<file path="src/rtl/rxf_pkg.sv">
package rxf_pkg;
  parameter int DA_BYTES     = 6;
  parameter int DA_BITS      = 8 * DA_BYTES;
  parameter int HASH_BITS    = 6;
  parameter int HASH_ENTRIES = 1 << HASH_BITS;
  parameter int WORD_BITS    = 32;

  typedef enum logic [2:0] {
    DEC_NONE    = 3'd0,
    DEC_EXACT   = 3'd1,
    DEC_HASH    = 3'd2,
    DEC_PROMISC = 3'd3,
    DEC_BCAST   = 3'd4
  } dec_kind_e;

  typedef struct packed {
    logic [3:0] ucast_cnt;
    logic       bcast_dis;
    logic       hash_en;
    logic       allmulti;
    logic       promisc;
  } mode_t;
endpackage

</file>
<file path="src/rtl/rxf_hash_fold.sv">
module rxf_hash_fold
  import rxf_pkg::*;
(
  input  logic [7:0]           byte_in,
  input  logic [2:0]           offset,
  output logic [HASH_BITS-1:0] contrib
);
  logic [2:0] pos;

  always_comb begin
    contrib = '0;
    pos     = '0;
    for (int b = 0; b < 8; b++) begin
      pos = 3'((int'(offset) + b) % HASH_BITS);
      contrib[pos] = contrib[pos] ^ byte_in[b];
    end
  end
endmodule

</file>
<file path="src/rtl/rxf_cfg_regs.sv">
module rxf_cfg_regs
  import rxf_pkg::*;
#(
  parameter int N_SLOTS = 8,
  parameter int CFG_AW  = 5
)(
  input  logic                              clk,
  input  logic                              rst_n,
  input  logic                              we,
  input  logic [CFG_AW-1:0]                 addr,
  input  logic [WORD_BITS-1:0]              wdata,
  input  logic                              commit,
  output logic [N_SLOTS-1:0][DA_BITS-1:0]   act_addr,
  output logic [N_SLOTS-1:0]                act_en,
  output logic [HASH_ENTRIES-1:0]           act_hash,
  output mode_t                             act_mode
);
  localparam int HI_BITS   = DA_BITS - WORD_BITS;
  localparam int HASH_LO_A = 2 * N_SLOTS;
  localparam int HASH_HI_A = 2 * N_SLOTS + 1;
  localparam int MODE_A    = 2 * N_SLOTS + 2;

  logic [N_SLOTS-1:0][DA_BITS-1:0] sh_addr, sh_addr_d;
  logic [N_SLOTS-1:0]              sh_en, sh_en_d;
  logic [HASH_ENTRIES-1:0]         sh_hash, sh_hash_d;
  mode_t                           sh_mode, sh_mode_d;

  always_comb begin
    sh_addr_d = sh_addr;
    sh_en_d   = sh_en;
    sh_hash_d = sh_hash;
    sh_mode_d = sh_mode;
    if (we) begin
      for (int k = 0; k < N_SLOTS; k++) begin
        if (addr == CFG_AW'(2 * k)) begin
          sh_addr_d[k][WORD_BITS-1:0] = wdata;
          sh_en_d[k] = 1'b0;
        end
        if (addr == CFG_AW'(2 * k + 1)) begin
          sh_addr_d[k][DA_BITS-1:WORD_BITS] = wdata[HI_BITS-1:0];
          sh_en_d[k] = 1'b1;
        end
      end
      if (addr == CFG_AW'(HASH_LO_A)) sh_hash_d[WORD_BITS-1:0] = wdata;
      if (addr == CFG_AW'(HASH_HI_A)) sh_hash_d[HASH_ENTRIES-1:WORD_BITS] = wdata;
      if (addr == CFG_AW'(MODE_A))    sh_mode_d = mode_t'(wdata[$bits(mode_t)-1:0]);
    end
  end

  always_ff @(posedge clk or negedge rst_n) begin
    if (!rst_n) begin
      sh_addr <= '0;
      sh_en   <= '0;
      sh_hash <= '0;
      sh_mode <= '0;
    end else begin
      sh_addr <= sh_addr_d;
      sh_en   <= sh_en_d;
      sh_hash <= sh_hash_d;
      sh_mode <= sh_mode_d;
    end
  end

  always_ff @(posedge clk or negedge rst_n) begin
    if (!rst_n) begin
      act_addr <= '0;
      act_en   <= '0;
      act_hash <= '0;
      act_mode <= '0;
    end else if (commit) begin
      act_addr <= sh_addr;
      act_en   <= sh_en;
      act_hash <= sh_hash;
      act_mode <= sh_mode;
    end
  end

  for (genvar k = 0; k < N_SLOTS; k++) begin : g_arm_chk
    a_r3_low_disarms: assert property (@(posedge clk) disable iff (!rst_n)
      (we && addr == CFG_AW'(2 * k)) |=> !sh_en[k]);
    a_r3_high_arms: assert property (@(posedge clk) disable iff (!rst_n)
      (we && addr == CFG_AW'(2 * k + 1)) |=> sh_en[k]);
  end

  a_r10_cfg_frozen: assert property (@(posedge clk) disable iff (!rst_n)
    !commit |=> ($stable(act_addr) && $stable(act_en) && $stable(act_hash) && $stable(act_mode)));
endmodule

</file>
<file path="src/rtl/rxf_slot_cmp.sv">
module rxf_slot_cmp
  import rxf_pkg::*;
#(
  parameter int N_SLOTS = 8,
  parameter int SLOT_W  = 3
)(
  input  logic                            clk,
  input  logic                            rst_n,
  input  logic [DA_BITS-1:0]              da,
  input  logic [N_SLOTS-1:0][DA_BITS-1:0] slot_addr,
  input  logic [N_SLOTS-1:0]              slot_en,
  input  logic [3:0]                      ucast_cnt,
  output logic                            hit,
  output logic [SLOT_W-1:0]               hit_idx
);
  logic [N_SLOTS-1:0] match;

  for (genvar k = 0; k < N_SLOTS; k++) begin : g_slot
    logic class_ok;
    assign class_ok = (k < int'(ucast_cnt)) ? !da[0] : da[0];
    assign match[k] = slot_en[k] && class_ok && (slot_addr[k] == da);
  end

  always_comb begin
    hit     = 1'b0;
    hit_idx = '0;
    for (int k = N_SLOTS - 1; k >= 0; k--) begin
      if (match[k]) begin
        hit     = 1'b1;
        hit_idx = SLOT_W'(k);
      end
    end
  end

  a_r4_slot_class: assert property (@(posedge clk) disable iff (!rst_n)
    hit |-> ((int'(hit_idx) < int'(ucast_cnt)) ? !da[0] : da[0]));
endmodule

</file>
<file path="src/rtl/rx_da_filter.sv">
module rx_da_filter
  import rxf_pkg::*;
#(
  parameter  int N_SLOTS = 8,
  localparam int SLOT_W  = (N_SLOTS > 1) ? $clog2(N_SLOTS) : 1,
  localparam int CFG_AW  = $clog2(2 * N_SLOTS + 3)
)(
  input  logic                 clk,
  input  logic                 rst_n,
  input  logic                 cfg_we,
  input  logic [CFG_AW-1:0]    cfg_addr,
  input  logic [WORD_BITS-1:0] cfg_wdata,
  input  logic                 da_vld,
  input  logic                 da_sof,
  input  logic [7:0]           da_byte,
  output logic                 dec_valid,
  output logic                 dec_accept,
  output logic [2:0]           dec_kind,
  output logic [SLOT_W-1:0]    dec_slot
);
  localparam int CNT_W  = $clog2(DA_BYTES);
  localparam int HOLD_W = 8 * (DA_BYTES - 1);

  logic [N_SLOTS-1:0][DA_BITS-1:0] act_addr;
  logic [N_SLOTS-1:0]              act_en;
  logic [HASH_ENTRIES-1:0]         act_hash;
  mode_t                           act_mode;

  logic [CNT_W-1:0]     cnt_q, cnt_d, idx;
  logic                 busy_q, busy_d;
  logic [HOLD_W-1:0]    hold_q, hold_d;
  logic [HASH_BITS-1:0] hash_q, hash_d, hash_now, contrib;
  logic [2:0]           offset;
  logic                 start, take, last, commit;
  logic [DA_BITS-1:0]   da_full;
  logic                 ex_hit;
  logic [SLOT_W-1:0]    ex_idx;
  logic                 is_bc, hash_hit;
  dec_kind_e            kind_d;

  logic                 dv_q, acc_q;
  dec_kind_e            kind_q;
  logic [SLOT_W-1:0]    slot_q;

  rxf_cfg_regs #(.N_SLOTS(N_SLOTS), .CFG_AW(CFG_AW)) u_cfg (
    .clk(clk), .rst_n(rst_n), .we(cfg_we), .addr(cfg_addr), .wdata(cfg_wdata),
    .commit(commit), .act_addr(act_addr), .act_en(act_en),
    .act_hash(act_hash), .act_mode(act_mode)
  );

  rxf_hash_fold u_fold (.byte_in(da_byte), .offset(offset), .contrib(contrib));

  rxf_slot_cmp #(.N_SLOTS(N_SLOTS), .SLOT_W(SLOT_W)) u_slots (
    .clk(clk), .rst_n(rst_n), .da(da_full), .slot_addr(act_addr),
    .slot_en(act_en), .ucast_cnt(act_mode.ucast_cnt),
    .hit(ex_hit), .hit_idx(ex_idx)
  );

  // byte sequencing and running hash
  always_comb begin
    start    = da_vld && da_sof;
    take     = da_vld && (da_sof || busy_q);
    idx      = start ? '0 : cnt_q;
    last     = take && (idx == CNT_W'(DA_BYTES - 1));
    commit   = !busy_q && !start;
    offset   = 3'((int'(idx) * 8) % HASH_BITS);
    hash_now = (start ? '0 : hash_q) ^ contrib;
    da_full  = {da_byte, hold_q};

    cnt_d  = cnt_q;
    busy_d = busy_q;
    hold_d = hold_q;
    hash_d = hash_q;
    if (take) begin
      if (last) begin
        cnt_d  = '0;
        busy_d = 1'b0;
      end else begin
        cnt_d  = idx + 1'b1;
        busy_d = 1'b1;
        hold_d[int'(idx) * 8 +: 8] = da_byte;
        hash_d = hash_now;
      end
    end
  end

  // decision rules
  always_comb begin
    is_bc    = &da_full;
    hash_hit = da_full[0] && !is_bc &&
               (act_mode.allmulti || (act_mode.hash_en && act_hash[hash_now]));
    if (is_bc) begin
      if (!act_mode.bcast_dis) kind_d = DEC_BCAST;
      else if (act_mode.promisc) kind_d = DEC_PROMISC;
      else kind_d = DEC_NONE;
    end else if (ex_hit) begin
      kind_d = DEC_EXACT;
    end else if (hash_hit) begin
      kind_d = DEC_HASH;
    end else if (act_mode.promisc) begin
      kind_d = DEC_PROMISC;
    end else begin
      kind_d = DEC_NONE;
    end
  end

  always_ff @(posedge clk or negedge rst_n) begin
    if (!rst_n) begin
      cnt_q  <= '0;
      busy_q <= 1'b0;
      hold_q <= '0;
      hash_q <= '0;
    end else begin
      cnt_q  <= cnt_d;
      busy_q <= busy_d;
      hold_q <= hold_d;
      hash_q <= hash_d;
    end
  end

  always_ff @(posedge clk or negedge rst_n) begin
    if (!rst_n) begin
      dv_q   <= 1'b0;
      acc_q  <= 1'b0;
      kind_q <= DEC_NONE;
      slot_q <= '0;
    end else begin
      dv_q   <= last;
      acc_q  <= last && (kind_d != DEC_NONE);
      kind_q <= last ? kind_d : DEC_NONE;
      slot_q <= (last && kind_d == DEC_EXACT) ? ex_idx : '0;
    end
  end

  assign dec_valid  = dv_q;
  assign dec_accept = acc_q;
  assign dec_kind   = kind_q;
  assign dec_slot   = slot_q;

  a_r1_single_pulse: assert property (@(posedge clk) disable iff (!rst_n)
    dec_valid |=> !dec_valid);
  a_r1_idle_outputs_zero: assert property (@(posedge clk) disable iff (!rst_n)
    !dec_valid |-> (!dec_accept && dec_kind == 3'd0 && dec_slot == '0));
  a_r9_promisc_accepts: assert property (@(posedge clk) disable iff (!rst_n)
    (last && act_mode.promisc) |=> (dec_valid && dec_accept));
  a_r8_bcast_blocked: assert property (@(posedge clk) disable iff (!rst_n)
    (last && is_bc && act_mode.bcast_dis && !act_mode.promisc) |=> !dec_accept);
endmodule

</file>
<file path="config.mk">
export PLATFORM = sky130hd
export DESIGN_NAME = rx_da_filter
export DESIGN_NICKNAME = d
export VERILOG_FILES = /design/src/rtl/rxf_pkg.sv /design/src/rtl/rxf_hash_fold.sv /design/src/rtl/rxf_cfg_regs.sv /design/src/rtl/rxf_slot_cmp.sv /design/src/rtl/rx_da_filter.sv
export SDC_FILE = /design/constraint.sdc
export NUM_CORES = 2
export LEC_CHECK = 0
export ABC_AREA = 1
export CORE_MARGIN = 5
export CORE_UTILIZATION = 40
export DETAILED_ROUTE_END_ITERATION = 6
export DONT_BUFFER_PORTS = 1
export GPL_TIMING_DRIVEN = 0
export PLACE_DENSITY = 0.64
export SYNTH_ARGS = -nofsm -noshare
export SYNTH_HDL_FRONTEND = slang
export SYNTH_SLANG_ARGS = --single-unit
export TNS_END_PERCENT = 5
</file>
<file path="constraint.sdc">
create_clock -name clk -period 6.4 [get_ports clk]
set_clock_uncertainty 0.2 [all_clocks]
set_input_delay 0.96 -clock clk [delete_from_list [all_inputs] [get_ports clk]]
set_output_delay 0.96 -clock clk [all_outputs]
set_load 0.01 [all_outputs]
</file>
==> results by group <==
Die
  – Num rows: 119
  – Die W: 334.8 um
  – Initial Util: 40.20%
  – Die Span Y: 334.8 um
  – I/O pin total: 58
  – Core Region: 105,000 um^2
  – Die area: 112,100 um^2

Route
  – DRC viols: 0
  – Post-DR wirelength/cell: just under 30 um
  – DRT antenna net count: 0
  – Wirelength, routed: approximately 170,000 um
  – Drt pass-1 iters: 7
  – 1st-iter DRT viols: 4,911
  – Drt via density: 5.945
  – Vias: around 35,000

Power and ir drop
  – Worst VDD drop: 0.0003848 V
  – P_leak: ~22 nW
  – Total design power: 23.97 mW
  – PD cells: ~500 nW/um^2

Global route
  – Initial antenna violation count: 9
  – First-pass GRT wire length: 241,500 um
  – GRT Residual Overflow: 0
  – GRT Util Overall: 30.02%
  – Vias in the first global route: roughly 33,000
  – Largest net degree at the start of global routing: 987

Placement
  – IO buf count: 0
  – GPL Wtd Cong: 1.038
  – Dpl ws: -1249 ps
  – DPL Wire Length: approximately 110,000 um
  – Post-Place Cell Area: 43,940 um^2

Finish
  – Fraction of layout instances using a drive strength above 1: 12.79%
  – Multi-input gate area: 15,510 um^2
  – # fillers: 9,982
  – Nets: 4,403
  – Final instance area: 47,860 um^2
  – Synthesis-to-layout area growth: 13.43%
  – Register Area: 24,670 um^2

Worst setup path
  – Critical path class: in -> reg
  – Required time worst endpoint: 6790 ps
  – Crit path top cell by count: nand2_1
  – Crit path buf inv count: 8
  – Crit Path Max Fanout: 11
  – Worst path slowest cell: o32a_1
  – CP delay by family, top: simple AND/OR/NAND/NOR gates
  – CP peak stage delay: about 340 ps
  – CP arrival: 6390 ps
  – Startpoint types: input port
  – Crit end category: flip-flop

Synthesis
  – Yosys warns: 0
  – Synthesized instance count: 4,227
  – Seq/Total Area, Yosys: 58.48%
  – Syn nets: around 4,300
  – Yosys top cell area share: 58.48%
  – Largest cells by area after synthesis: dfrtp_1 58%, o21ai_0 8.9%, mux2_2 8.4%
  – Count of cell types in the netlist: 55
  – Flops & latches, synth: ~990
  – Synth area leader: dfrtp_1
  – Mapped cell area: 42,190 um^2
  – Avg Inst Size Synth: 9.982 um^2

Clock network
  – Clk buf depth: 3
  – CTS tree: yes
  – H-tree depth: 3
  – Clock sinks: 986
  – Root buffer cell: clkbuf_16
  – Clock latency on the worst-skew pair: 710 ps
  – Clock transition at path regs: approximately 60 ps
  – CTS Buf Count: 102

Hold path
  – Min-Delay Path Class: in -> async

Timing
  – Final Critical Period: between 5000 and 6000 ps
  – # setup viols final: 0
  – Worst-Margin Slew: 1549 ps
  – Final hold violations: 0
  – Worst hold slack: 17.86 ps
  – Final slew viol count: 45
  – Final WS setup: 405.7 ps
  – Slew headroom: -3.238%
  – Final period util: roughly 94%
  – Fmax: 166.8 MHz

Job
  – Max Cap Violations: 4

Outcome
  – Failing checks: max-capacitance violations, max-slew violations
  – Status: complete, but fails checks
==> cell usage after synthesis, drive strengths merged <==
cell,number
nor4,61
a32o,1
o211ai,4
buf,20
o2111ai,10
xor2,70
nand3b,1
xnor2,40
mux2,314
ha,9
a21oi,39
and3,2
a2111oi,5
o22ai,76
o21ai,754
clkinv,6
a21boi,1
a221oi,31
o32a,1
clkbuf,232
nor4b,4
inv,287
nor2,98
nand3,137
a221o,1
a211oi,11
or2,16
a22oi,1
and2,2
nand4,41
a41oi,1
or4,5
nand2,918
a31oi,1
a2111o,1
a22o,30
o31ai,1
nor3,9
dfrtp,986
==> through the flow <==
step	TNS (ps)	std cells	utilization (%)
3_3_place_gp	-3123	5618	41.85
5_1_grt	-33.92	5816	45.56
4_1_cts	0	5803	45.27
6_report	0	5830	45.59
2_1_floorplan	0	4227	-
3_5_place_dp	-3328	5618	41.86
==> cell families after synthesis <==
logic type	share of synthesized area (%)
AOI/OAI and AO/OA	12.58
xor gates and xnor gates	2.301
adders and majority gates	0.2669
buffers and inverters	5.023
DFF	58.48
muxes	8.380
and+or+nand+nor	12.97
==> worst paths after layout <==
path / startpoint / to / slack (ps) / cells after the start
max reg2reg: cnt_q[0] / dec_accept / 430 / 37
min reg2reg: u_cfg.sh_addr[125] / u_cfg.sh_addr[125] / 280 / 2
min: rst_n / u_cfg.sh_addr[100] / 20 / 1
min in group clk: cfg_wdata[25] / u_cfg.sh_addr[313] / 160 / 2
max in group asynchronous: rst_n / u_cfg.sh_addr[177] / 4020 / 2
max: da_sof / dec_accept / 410 / 39
==> per-layer routing <==
metal	vias to the layer above	part of all wire, %	global-route usage [%]
met5	-	0.019	0
met4	4	7.8	18.67
met3	577	12	9.674
met2	2120	42	43.08
met1	17440	38	39.53
li1	14520	-	-
==> placed cells by master, fill, tap and decap left out, drive strengths merged, types with 2 or more instances in the layout <==
cell type / n
mux2: 314
inv: 290
and2: 2
o211ai: 4
o21ai: 754
xnor2: 40
diode: 15
dfrtp: 986
nand2: 918
or2: 16
a221oi: 31
clkbuf: 382
or4: 5
buf: 33
a211oi: 11
xor2: 70
clkinv: 26
ha: 9
nor4b: 4
and3: 2
nor2: 98
bufinv: 9
a2111oi: 5
nand4: 41
o2111ai: 10
nor3: 9
a21oi: 39
clkinvlp: 2
o22ai: 76
nand3: 137
a22o: 30
nor4: 61
==> area by class of cell <==
cell class                 instances  area share [%]
inverter                         293           2.319
tap                             1391           3.637
buffer                           252           2.154
multi-input combinational       2696           32.41
antenna                           15         0.07843
timing repair buffer              13          0.4549
sequential                       986           51.55
clock buffer                     150           6.212
clock inverter                    34           1.184
==> power by group <==
group	switching, mW	total [mW]	internal [mW]	leakage (nW)
Sequential	1.36	9.12	7.77	12.4
Clock	2.69	6.30	3.61	1.73
Combinational	5.68	8.55	2.87	7.93
==> state kept, by name, summed over array words and instances (netlist names) <==
register	count
busy_q	1
cnt_q	3
dec_accept	1
dec_kind	3
dec_slot	3
dec_valid	1
hash_q	6
hold_q	40
u_cfg.act_addr	384
u_cfg.act_en	8
u_cfg.act_hash	64
u_cfg.act_mode	8
u_cfg.sh_addr	384
u_cfg.sh_en	8
u_cfg.sh_hash	64
u_cfg.sh_mode	8
==> timing repair <==
item,in CTS,in global routing
resized for setup,8,19
setup buffers,1,6
pin swaps,1,4
setup endpoints to repair,3,3
hold endpoints to repair,986,98
(Power assumes the default switching activity.)
